`config.mk`:
```
export PLATFORM = sky130hd
export DESIGN_NAME = dcache_sweep_seq
export DESIGN_NICKNAME = d
export VERILOG_FILES = /design/src/rtl/dcache_sweep_seq.sv
export SDC_FILE = /design/constraint.sdc
export NUM_CORES = 1
export LEC_CHECK = 0
export BUFFER_PORTS_ARGS = -buffer_cell sky130_fd_sc_hd__buf_2
export CORE_ASPECT_RATIO = 0.9
export CORE_MARGIN = 2
export CORE_UTILIZATION = 45
export DETAILED_ROUTE_END_ITERATION = 6
export GPL_TIMING_DRIVEN = 0
export HOLD_SLACK_MARGIN = 0.06
export PLACE_DENSITY = 0.78
export SLEW_MARGIN = 25
export SYNTH_ARGS = -nofsm -noshare
export SYNTH_HDL_FRONTEND = slang
export SYNTH_SLANG_ARGS = --single-unit
```
`constraint.sdc`:
```
create_clock -name clk -period 5 [get_ports clk]
set_clock_uncertainty 0.1 [all_clocks]
set_input_delay 1 -clock clk [delete_from_list [all_inputs] [get_ports clk]]
set_output_delay 1 -clock clk [all_outputs]
set_load 0.02 [all_outputs]
```
`src/rtl/dcache_sweep_seq.sv`:
```
module dcache_sweep_seq #(
  parameter int CACHE_BYTES = 16384,
  parameter int BLOCK_BYTES = 32,
  parameter int ADDR_W      = 32,
  parameter int INV_BIT     = 21
) (
  input  logic              clk,
  input  logic              rst_n,
  input  logic              start,
  input  logic              discard,
  input  logic [ADDR_W-1:0] base_addr,
  input  logic              ctl_wr,
  input  logic [31:0]       ctl_wdata,
  output logic              cmd_valid,
  output logic [1:0]        cmd_op,
  output logic [ADDR_W-1:0] cmd_addr,
  input  logic              cmd_ready,
  output logic              busy,
  output logic              done
);
  localparam int NBLK  = CACHE_BYTES / BLOCK_BYTES;
  localparam int OFS_W = $clog2(BLOCK_BYTES);
  localparam int CNT_W = $clog2(NBLK + 1);

  typedef enum logic [1:0] {S_IDLE, S_FILL, S_FLUSH, S_FLASH} state_t;

  state_t            state_q;
  logic [CNT_W-1:0]  cnt_q;
  logic [ADDR_W-1:0] addr_q, base_q;
  logic              inv_q;

  wire [ADDR_W-1:0] aligned   = {base_addr[ADDR_W-1:OFS_W], {OFS_W{1'b0}}};
  wire              accept    = cmd_valid && cmd_ready;
  wire              last      = cnt_q == CNT_W'(1);
  wire              flash_evt = ctl_wr && inv_q && !ctl_wdata[INV_BIT];

  assign busy      = state_q != S_IDLE;
  assign cmd_valid = busy;
  assign cmd_addr  = addr_q;
  assign cmd_op    = (state_q == S_FILL)  ? 2'b01 :
                     (state_q == S_FLUSH) ? 2'b10 :
                     (state_q == S_FLASH) ? 2'b11 : 2'b00;

  always_ff @(posedge clk) begin
    if (!rst_n) begin
      state_q <= S_IDLE;
      cnt_q   <= '0;
      addr_q  <= '0;
      base_q  <= '0;
      inv_q   <= 1'b0;
      done    <= 1'b0;
    end else begin
      done <= 1'b0;
      if (ctl_wr) inv_q <= ctl_wdata[INV_BIT];
      case (state_q)
        S_IDLE: begin
          if (start && discard) begin
            state_q <= S_FLASH;
          end else if (start) begin
            state_q <= S_FILL;
            base_q  <= aligned;
            addr_q  <= aligned;
            cnt_q   <= CNT_W'(NBLK);
          end else if (flash_evt) begin
            state_q <= S_FLASH;
          end
        end
        S_FILL: if (accept) begin
          if (last) begin
            state_q <= S_FLUSH;
            addr_q  <= base_q;
            cnt_q   <= CNT_W'(NBLK);
          end else begin
            addr_q <= addr_q + ADDR_W'(BLOCK_BYTES);
            cnt_q  <= cnt_q - 1'b1;
          end
        end
        S_FLUSH: if (accept) begin
          if (last) begin
            state_q <= S_IDLE;
            done    <= 1'b1;
          end else begin
            addr_q <= addr_q + ADDR_W'(BLOCK_BYTES);
            cnt_q  <= cnt_q - 1'b1;
          end
        end
        default: if (accept) begin
          state_q <= S_IDLE;
          done    <= 1'b1;
        end
      endcase
    end
  end

  AST_IDLE_QUIET: assert property (@(posedge clk) disable iff (!rst_n)
    !busy |-> !cmd_valid);
  AST_ADDR_ALIGN: assert property (@(posedge clk) disable iff (!rst_n)
    cmd_valid |-> cmd_addr[OFS_W-1:0] == '0);
  AST_HOLD_CMD: assert property (@(posedge clk) disable iff (!rst_n)
    cmd_valid && !cmd_ready |=> cmd_valid && $stable(cmd_op) && $stable(cmd_addr));
  AST_DONE_PULSE: assert property (@(posedge clk) disable iff (!rst_n)
    done |=> !done);
  AST_DONE_AFTER_ACCEPT: assert property (@(posedge clk) disable iff (!rst_n)
    cmd_valid && cmd_ready && cmd_op == 2'b11 |=> done && !busy);
endmodule

```
# Word level (Yosys, flattened, before mapping)
# Cells that the tools add are included.
[classes] reduce_logical=13 bitwise_logic=1 eq_ne=12 n_mux=30 addsub=2
[op_table] op="32-bit 2-to-1 mux" count=6
[op_table] op="32-bit case mux with 3 select lines" count=1
[op_table] op="10-bit 2-to-1 mux" count=6
[op_table] op="32-bit by 6-bit adder with 32-bit output, second input constant" count=1
[op_table] op="10-bit case mux with 3 select lines" count=1
[op_table] op="2-bit 2-to-1 mux" count=11
[op_table] op="2-bit inequality test, second input constant" count=7
[op_table] op="6-bit AND reduction" count=2
[op_table] op="10-bit by 1-bit equality test with 1-bit output, second input constant" count=1
[op_table] op="10-bit by 1-bit subtractor with 10-bit output, second input constant" count=1
[op_table] op="2-bit case mux with 3 select lines" count=1
[op_table] op="2-bit equality test, second input constant" count=2
[op_table] op="1-bit logical AND" count=4
[op_table] op="4-bit inequality test, second input constant" count=1
[op_table] op="2-bit nonzero test" count=2
[op_table] op="1-bit 2-to-1 mux" count=3
[op_table] op="3-bit AND reduction" count=1
[op_table] op="3-bit nonzero test" count=1
[op_table] op="2-bit by 1-bit equality test with 1-bit output, second input constant" count=1
[op_table] op="2-bit logical NOT" count=1
[op_table] op="1-bit case mux with 2 select lines" count=1
[op_table] op="2-bit OR reduction" count=1
[op_table] op="1-bit logical NOT" count=1
[op_table] op="1-bit inverter" count=1
[totals] output_inout_bits=37 reg_bits=73 word_cells=64 inputBits=70

# Depth between registers and ports, before layout
# Gate-level depths: netlist of run 1.
[logic_depth] depth_word=6 mapped_depth=10 mapped_depth_nobuf=7

# Worst setup path before layout of run 1
# OpenSTA, ideal clock, no wires.
[synth_timing] path_type="input to register" start="in discard" end="reg addr_q[17], in the netlist cmd_addr[17]" arrival_ns=2.319 required_ns=4.783 path_slack_ns=2.463 stages=7 setup_time_ns=0.117 path_buffers=2 cell_sequence="nor4b_1 o221a_2 and2_0 clkbuf_1 buf_2 o21ai_0 a32o_1"
[synth_via] elab_chain_cells=3
[synth_lines] element="start, declared" line="10" text="input logic discard,"
[synth_lines] element="1-bit logical AND" line="57" text="if (start && discard) begin"
[synth_lines] element="2-bit inequality test (no source line)"
[synth_lines] element="6-bit AND reduction (no source line)"
[synth_lines] element="end signal, assigned" line="62" text="addr_q <= aligned;"
[synth_lines] element="end signal, assigned" line="71" text="addr_q <= base_q;"
[synth_lines] element="end signal, assigned" line="74" text="addr_q <= addr_q + ADDR_W'(BLOCK_BYTES);"
[synth_lines] element="end, declared" line="29" text="logic [ADDR_W-1:0] addr_q, base_q;"
# No other way between the ends.
# A chain may end at the register's enable or synchronous reset.

# Worst setup path after layout of run 1
[layout_timing] start="reg state_q[0]" end="reg addr_q[11], in the netlist cmd_addr[11]"
[layout_via] elab_chain_cells=4 elab_cells_between_ends=13 cone_classes="7 x eq/ne; 1 x mux; 5 x reduce/logical"
[layout_lines] element="start, declared" line="27" text="state_t state_q;"
[layout_lines] element="start signal, assigned" line="46" text="state_q <= S_IDLE;"
[layout_lines] element="start signal, assigned" line="58" text="state_q <= S_FLASH;"
[layout_lines] element="start signal, assigned" line="60" text="state_q <= S_FILL;"
[layout_lines] element="2-bit nonzero test" line="37" text="assign busy = state_q != S_IDLE;"
[layout_lines] element="1-bit logical AND" line="33" text="wire accept = cmd_valid && cmd_ready;"
[layout_lines] element="2-bit inequality test (no source line)"
[layout_lines] element="6-bit AND reduction (no source line)"
# Several ways; a longest one is shown, not always the timed one.

==> metrics, run 1 <==
run status=complete, no violations; Overflow after GRT=0; via count=4427; Yosys cell types=73; setup slack at placement=between 1.5 and 2 ns; placed insts=696; Leakage Power=1.767 nW; FMAX=around 330 MHz; RSZ-0062 raised after global routing=no; Comb pwr share=53.5%; Cell Area, Placed=4457 µm²; Hold Crit Depth=2; post-synth top area cell=dfxtp_1; top cells by area, synth=dfxtp_1, nand2_1, a21oi_1; CTS tree=yes; Final Cell Area=4692 µm²; number of synthesized flops with an enable pin=0; Starting Density=roughly 46%; Synth Cell Area=approximately 4000 µm²; hold buffer count at CTS=0; count of final max-slew check failures=0; largest net degree at the start of global routing=12; pwr/cell area=615.9 nW/µm²; top-count cell post-synth=nand2_1; initial antenna violation count=0; fin crit period=3.053 ns; post-synthesis async set-or-reset flop share=0%; area grow syn2layout=18.26%; Final TNS setup=0 ns; P_sw=0.001379 W; CP endpoint kind=register; Post-DP HPWL=9474 µm; clock-pin slew on the worst setup and hold paths=0.07 ns; die area=9585 µm²; Seq/Total Area, Yosys=34.31%; share of cells above drive strength 1=between 20% and 30%; final net count=665; Slew @ Worst Pin=roughly 0.90 ns; layout filler cell count=837; Antenna Nets Post-Route=0; Clk network pwr share=a little under a fifth; vias in the first global route=4015; critical path type=reg2reg; Max-Slew Margin vs Limit=approximately two fifths; final setup fails=0; reg-to-reg setup timing slack=between 1.5 and 2 ns; RR Endpoint=cmd_addr[11]$_SDFFE_PN0P_; H-Tree Depth=3; Sw Ratio=47.70%; clock root cell=clkbuf_8; post-route clock period utilization=61.07%; Reg power frac=27.7%; synthesized instance count=between 500 and 600; Yosys reg bits=68; Initial DRT Pass Iterations=6; Die X=103.0 µm; crit start category=register; Crit path arrival time=around 3.2 ns; Hold Path Class=reg2reg; Port Buffers=65; Critical R2R Launch=state_q[0]$_SDFFE_PN0P_; post-synth top area share=34.31%; ant diodes=0; DRC=0; commonest cells in the netlist=nand2_1, dfxtp_1, a21oi_1, nor2_1, clkbuf_1; P_int=0.001512 W; clock latency on the worst-skew pair=0.36 ns; Main synth FF type=dfxtp_1; crit-path max FO=10; site row count=32; Req. time, crit path=between 5 and 6 ns; post-CTS sizing=0; Hold Path Origin=base_q[9]$_SDFFE_PN0P_; fin cells=712; Ys Warns=0; worst hold path endpoint=base_q[9]$_SDFFE_PN0P_; worst-case reg-to-reg path depth=7; Overall Global Routing Usage=28.86%; clock sinks=68; DIE HEIGHT=between 90 and 100 µm; CTS Buffer Depth=2; max-cap viol count=0; peak supply drop=289.0 µV; Fin. Hold Viols=0; CTS buffer count=9; Setup Fix Bufs, Post-CTS=0; num ports=107; core area=8568 µm²; RePlAce Congestion=~0.93; Routed WL per cell=19.16 µm; DR iter-0 viols=roughly 600; final total power=0.002890 W; routed vias/inst=6.218; worst setup margin=roughly 2 ns; Syn Area/Cell=around 8 µm²; WL final=about 14000 µm; global-route wire length before repair=21340 µm
[kinds of logic after synthesis]
logic type | after synthesis | synth area share (%)
AO/OA/AOI/OAI | 149 | 26.81
multiplexers | 2 | 0.5361
other | 1 | 0.09452
AND/OR/NAND/NOR | 216 | 27.22
buffers and inverters | 55 | 6.622
adder cells (fa/ha/maj) | 7 | 2.207
flip-flops | 68 | 34.31
XOR/XNOR | 10 | 2.208
[layout by cell type, fill, tap and decap left out, types with 4 or more instances in the layout]
master     instances
nand4b_1           8
nor2b_1            4
nor4_1             6
xor2_1             8
a211oi_1           6
inv_1             14
buf_4              6
nand3_1           15
clkbuf_1          22
dfxtp_1           68
a21oi_1           55
o21ai_0            8
conb_1             5
or3_1              4
a2bb2oi_1          5
nand2_1           85
o32ai_1            6
a221o_1            5
a31oi_1            9
o21ai_1            7
or2_2              6
o211ai_1          10
buf_2             74
and3_1             4
clkbuf_8          12
nor2_1            39
nand4_1           12
nor3_1            11
ha_1               7
[metrics by stage]
stage	utilization (%)	hold WS [ns]
2_1_floorplan	-	0.3332
4_1_cts	54.76	0.3600
3_3_place_gp	52.02	0.3423
3_5_place_dp	52.02	0.3498
5_1_grt	54.76	0.3769
6_report	54.76	0.3585
[critical path, cell delays in order (launching register included)]
cell,delay [ns]
dfxtp_1,0.39
inv_1,0.09
ha_1,0.35
clkbuf_1,0.56
clkbuf_1,0.53
clkbuf_1,0.59
nor2_1,0.10
o32ai_1,0.25
[worst max-delay path by stage]
stage                           endpoint                     from  slack (ns)  depth (start not counted)
2_1_floorplan  cmd_addr[17]$_SDFFE_PN0P_                  discard        2.46                          7
3_3_place_gp   cmd_addr[17]$_SDFFE_PN0P_                  discard        1.94                          8
3_5_place_dp   cmd_addr[17]$_SDFFE_PN0P_                  discard        1.90                          8
4_1_cts        cmd_addr[17]$_SDFFE_PN0P_  state_q[1]$_SDFFE_PN0P_        2.02                         10
5_1_grt        cmd_addr[14]$_SDFFE_PN0P_  state_q[0]$_SDFFE_PN0P_        1.77                          7
6_report       cmd_addr[11]$_SDFFE_PN0P_  state_q[0]$_SDFFE_PN0P_        1.95                          7
[layout make-up]
type                    instances  area (µm²)  share of cell area [%]
plain buffers                  40       206.4                   4.400
flip-flops and latches         68        1361                   29.01
well taps                     119       148.9                   3.173
clock inverters                 4       70.07                   1.493
inverters                      15       56.30                   1.200
repair buffers                 65       325.3                   6.933
multi-input cells             389        2359                   50.27
clock buffers                  12       165.2                   3.520
[flip-flops by register name (all words and copies together) (netlist names)]
register,count
cmd_addr,27
inv_q,1
base_q,27
state_q,2
done,1
cnt_q,10
[layer usage]
metal	vias up	share of wire (%)	track usage, %
met1	2045	41	39.67
met2	312	43	42.80
li1	2016	-	-
met4	0	3.4	10.09
met5	-	0	0
met3	54	13	8.670
[power groups by stage]
stage / sequential, W / clock (W) / combinational, W
2_1_floorplan: 0.000839 / 0 / 0.000995
3_3_place_gp: 0.000800 / 0 / 0.00147
3_5_place_dp: 0.000804 / 0 / 0.00150
4_1_cts: 0.000792 / 0.000545 / 0.00151
5_1_grt: 0.000814 / 0.000567 / 0.00167
6_report: 0.000801 / 0.000544 / 0.00155
Note: power is estimated with default switching activity, not from simulation.
==> run 2, diff against run 1 <==
--- a/config.mk
+++ b/config.mk
@@ -12,7 +12,7 @@
 export DETAILED_ROUTE_END_ITERATION = 6
 export GPL_TIMING_DRIVEN = 0
 export HOLD_SLACK_MARGIN = 0.06
-export PLACE_DENSITY = 0.78
+export PLACE_DENSITY = 0.81
 export SLEW_MARGIN = 25
 export SYNTH_ARGS = -nofsm -noshare
 export SYNTH_HDL_FRONTEND = slang
==> constraint.sdc (replaced) <==
create_clock -name clk -period 2.7 [get_ports clk]
set_clock_uncertainty 0.1 [all_clocks]
set_input_delay 0.54 -clock clk [delete_from_list [all_inputs] [get_ports clk]]
set_output_delay 0.54 -clock clk [all_outputs]
set_load 0.02 [all_outputs]
==> run 2 against run 1 <==
Net effect:
- register-to-register slack worse by 1.8 ns
- setup slack worse by 1.8 ns
- via count is 0.32% lower
- non-clock buffer count is 5 higher
- count of clock-buffer cells in the layout is 2 higher
- first-iteration DRC count is 3.7% lower
- sequential share of layout area is 0.062 points lower
- worst hold slack worse by 0.028 ns
- critical endpoint is now cmd_addr[17]$_SDFFE_PN0P_
- largest power group unchanged
==> metrics, run 2 (synthesized netlist as in run 1, its figures left out) <==
Crit path arrival time=2.68 ns; clock sinks=68; ant diodes=0; site row count=32; layout filler cell count=862; via count=4413; largest net degree at the start of global routing=11; global-route wire length before repair=21400 µm; area grow syn2layout=18.51%; Req. time, crit path=2.85 ns; initial antenna violation count=0; hold buffer count at CTS=0; RSZ-0062 raised after global routing=no; Hold Crit Depth=3; Final TNS setup=0 ns; CP endpoint kind=register; CTS buffer count=9; Initial DRT Pass Iterations=7; Overall Global Routing Usage=approximately 29%; clock root cell=clkbuf_8; pwr/cell area=1112 nW/µm²; final net count=670; Port Buffers=65; CTS tree=yes; worst-case reg-to-reg path depth=9; RR Endpoint=cmd_addr[17]$_SDFFE_PN0P_; DIE HEIGHT=93.08 µm; vias in the first global route=4093; setup slack at placement=-0.2193 ns; Max-Slew Margin vs Limit=around two fifths; Die X=103.0 µm; Cell Area, Placed=4457 µm²; met1 wire length=5551 µm; clock latency on the worst-skew pair=0.36 ns; crit start category=register; peak supply drop=464.1 µV; RePlAce Congestion=0.9358; crit-path max FO=10; critical path type=reg2reg; reg-to-reg setup timing slack=between 0.15 and 0.2 ns; max-cap viol count=0; final setup fails=0; WL final=13590 µm; CTS Buffer Depth=2; Starting Density=46.31%; Routed WL per cell=18.96 µm; Antenna Nets Post-Route=0; DRC=0; H-Tree Depth=3; DR WL met3=1652 µm; final total power=0.005230 W; num ports=about 110; worst hold slack=0.3301 ns; max layer used=met4; Hold Path Origin=base_addr[20]; Overflow after GRT=0; clock-pin slew on the worst setup and hold paths=0.08 ns; share of cells above drive strength 1=21.91%; die area=9585 µm²; fin crit period=2.530 ns; count of final max-slew check failures=0; Leakage Power=~1.8 nW; most frequent cells in the layout=nand2_1, buf_2, dfxtp_1; post-route clock period utilization=a little over nine tenths; Hold Path Class=in2reg; FMAX=395.3 MHz; Critical Path Start=state_q[1]$_SDFFE_PN0P_; run status=complete, no violations; commonest non-fill, non-tap cell in the layout=nand2_1; Critical R2R Launch=state_q[1]$_SDFFE_PN0P_; met2 WL post-DR=6016 µm; Slew @ Worst Pin=approximately 0.87 ns; DR iter-0 viols=573; routed vias/inst=6.155; Final Cell Area=4702 µm²; Fin. Hold Viols=0; Post-DP HPWL=9583 µm; core area=8568 µm²; worst hold path endpoint=base_q[20]$_SDFFE_PN0P_; worst setup margin=0.1704 ns
## run 2: changes by cell type in the layout (fill, tap and decap cells not counted), moves of 2 or more
cell and delta:
clkbuf_1 -2, clkbuf_2 +4, bufinv_16 -2, buf_2 -2, clkbuf_8 -2, buf_4 +8
## run 2: routing by layer
| metal | GRT usage (%) | up-vias |
|---|---|---|
| met3 | 7.698 | 47 |
| met2 | 44.48 | 303 |
| met1 | 38.97 | 2031 |
| li1 | - | 2032 |
| met5 | 0 | - |
| met4 | 10.86 | 0 |
## run 2: final cells by class
class                   instances  area, µm²  area share [%]
multi-input cells             389       2382           50.67
flip-flops and latches         68       1361           28.95
repair buffers                 72      377.9           8.036
plain buffers                  38      212.7           4.524
clock buffers                  14      152.6           3.246
well taps                     119      148.9           3.167
inverters                      15      56.30           1.197
clock inverters                 2      10.01          0.2129
## run 2: per-stage QoR
stage / utilization, % / instances
3_3_place_gp: 52.02 / 696
5_1_grt: 54.88 / 717
6_report: 54.88 / 717
4_1_cts: 54.48 / 716
2_1_floorplan: - / 512
3_5_place_dp: 52.02 / 696
## run 2: worst max-delay path, cell delays in order, from the launching register on
cell      delay (ns)
dfxtp_1         0.40
inv_1           0.08
ha_1            0.32
nor2_1          0.32
o221a_2         0.29
and2_0          0.13
clkbuf_2        0.21
buf_6           0.19
o21ai_0         0.11
a32o_1          0.27
## run 2: how the worst max path moves through the flow
| stage | endpoint | depth (start not counted) |
|---|---|---|
| floorplan | cmd_addr[12]$_SDFFE_PN0P_ | 9 |
| global placement | cmd_addr[17]$_SDFFE_PN0P_ | 10 |
| detailed placement | cmd_addr[17]$_SDFFE_PN0P_ | 10 |
| CTS | cmd_addr[16]$_SDFFE_PN0P_ | 8 |
| global route | cmd_addr[26]$_SDFFE_PN0P_ | 7 |
| finish | cmd_addr[17]$_SDFFE_PN0P_ | 9 |
## run 2: what timing repair did
action                     CTS  global route
setup endpoints to repair   34            35
buffers inserted             4             3
gates resized for setup      6             7
pin swaps                    2             1
## run 2: report_power, final
part           switching, W  internal, W
combinational       0.00191      0.00108
clock              0.000396     0.000358
sequential         0.000264      0.00122
total               0.00257      0.00266
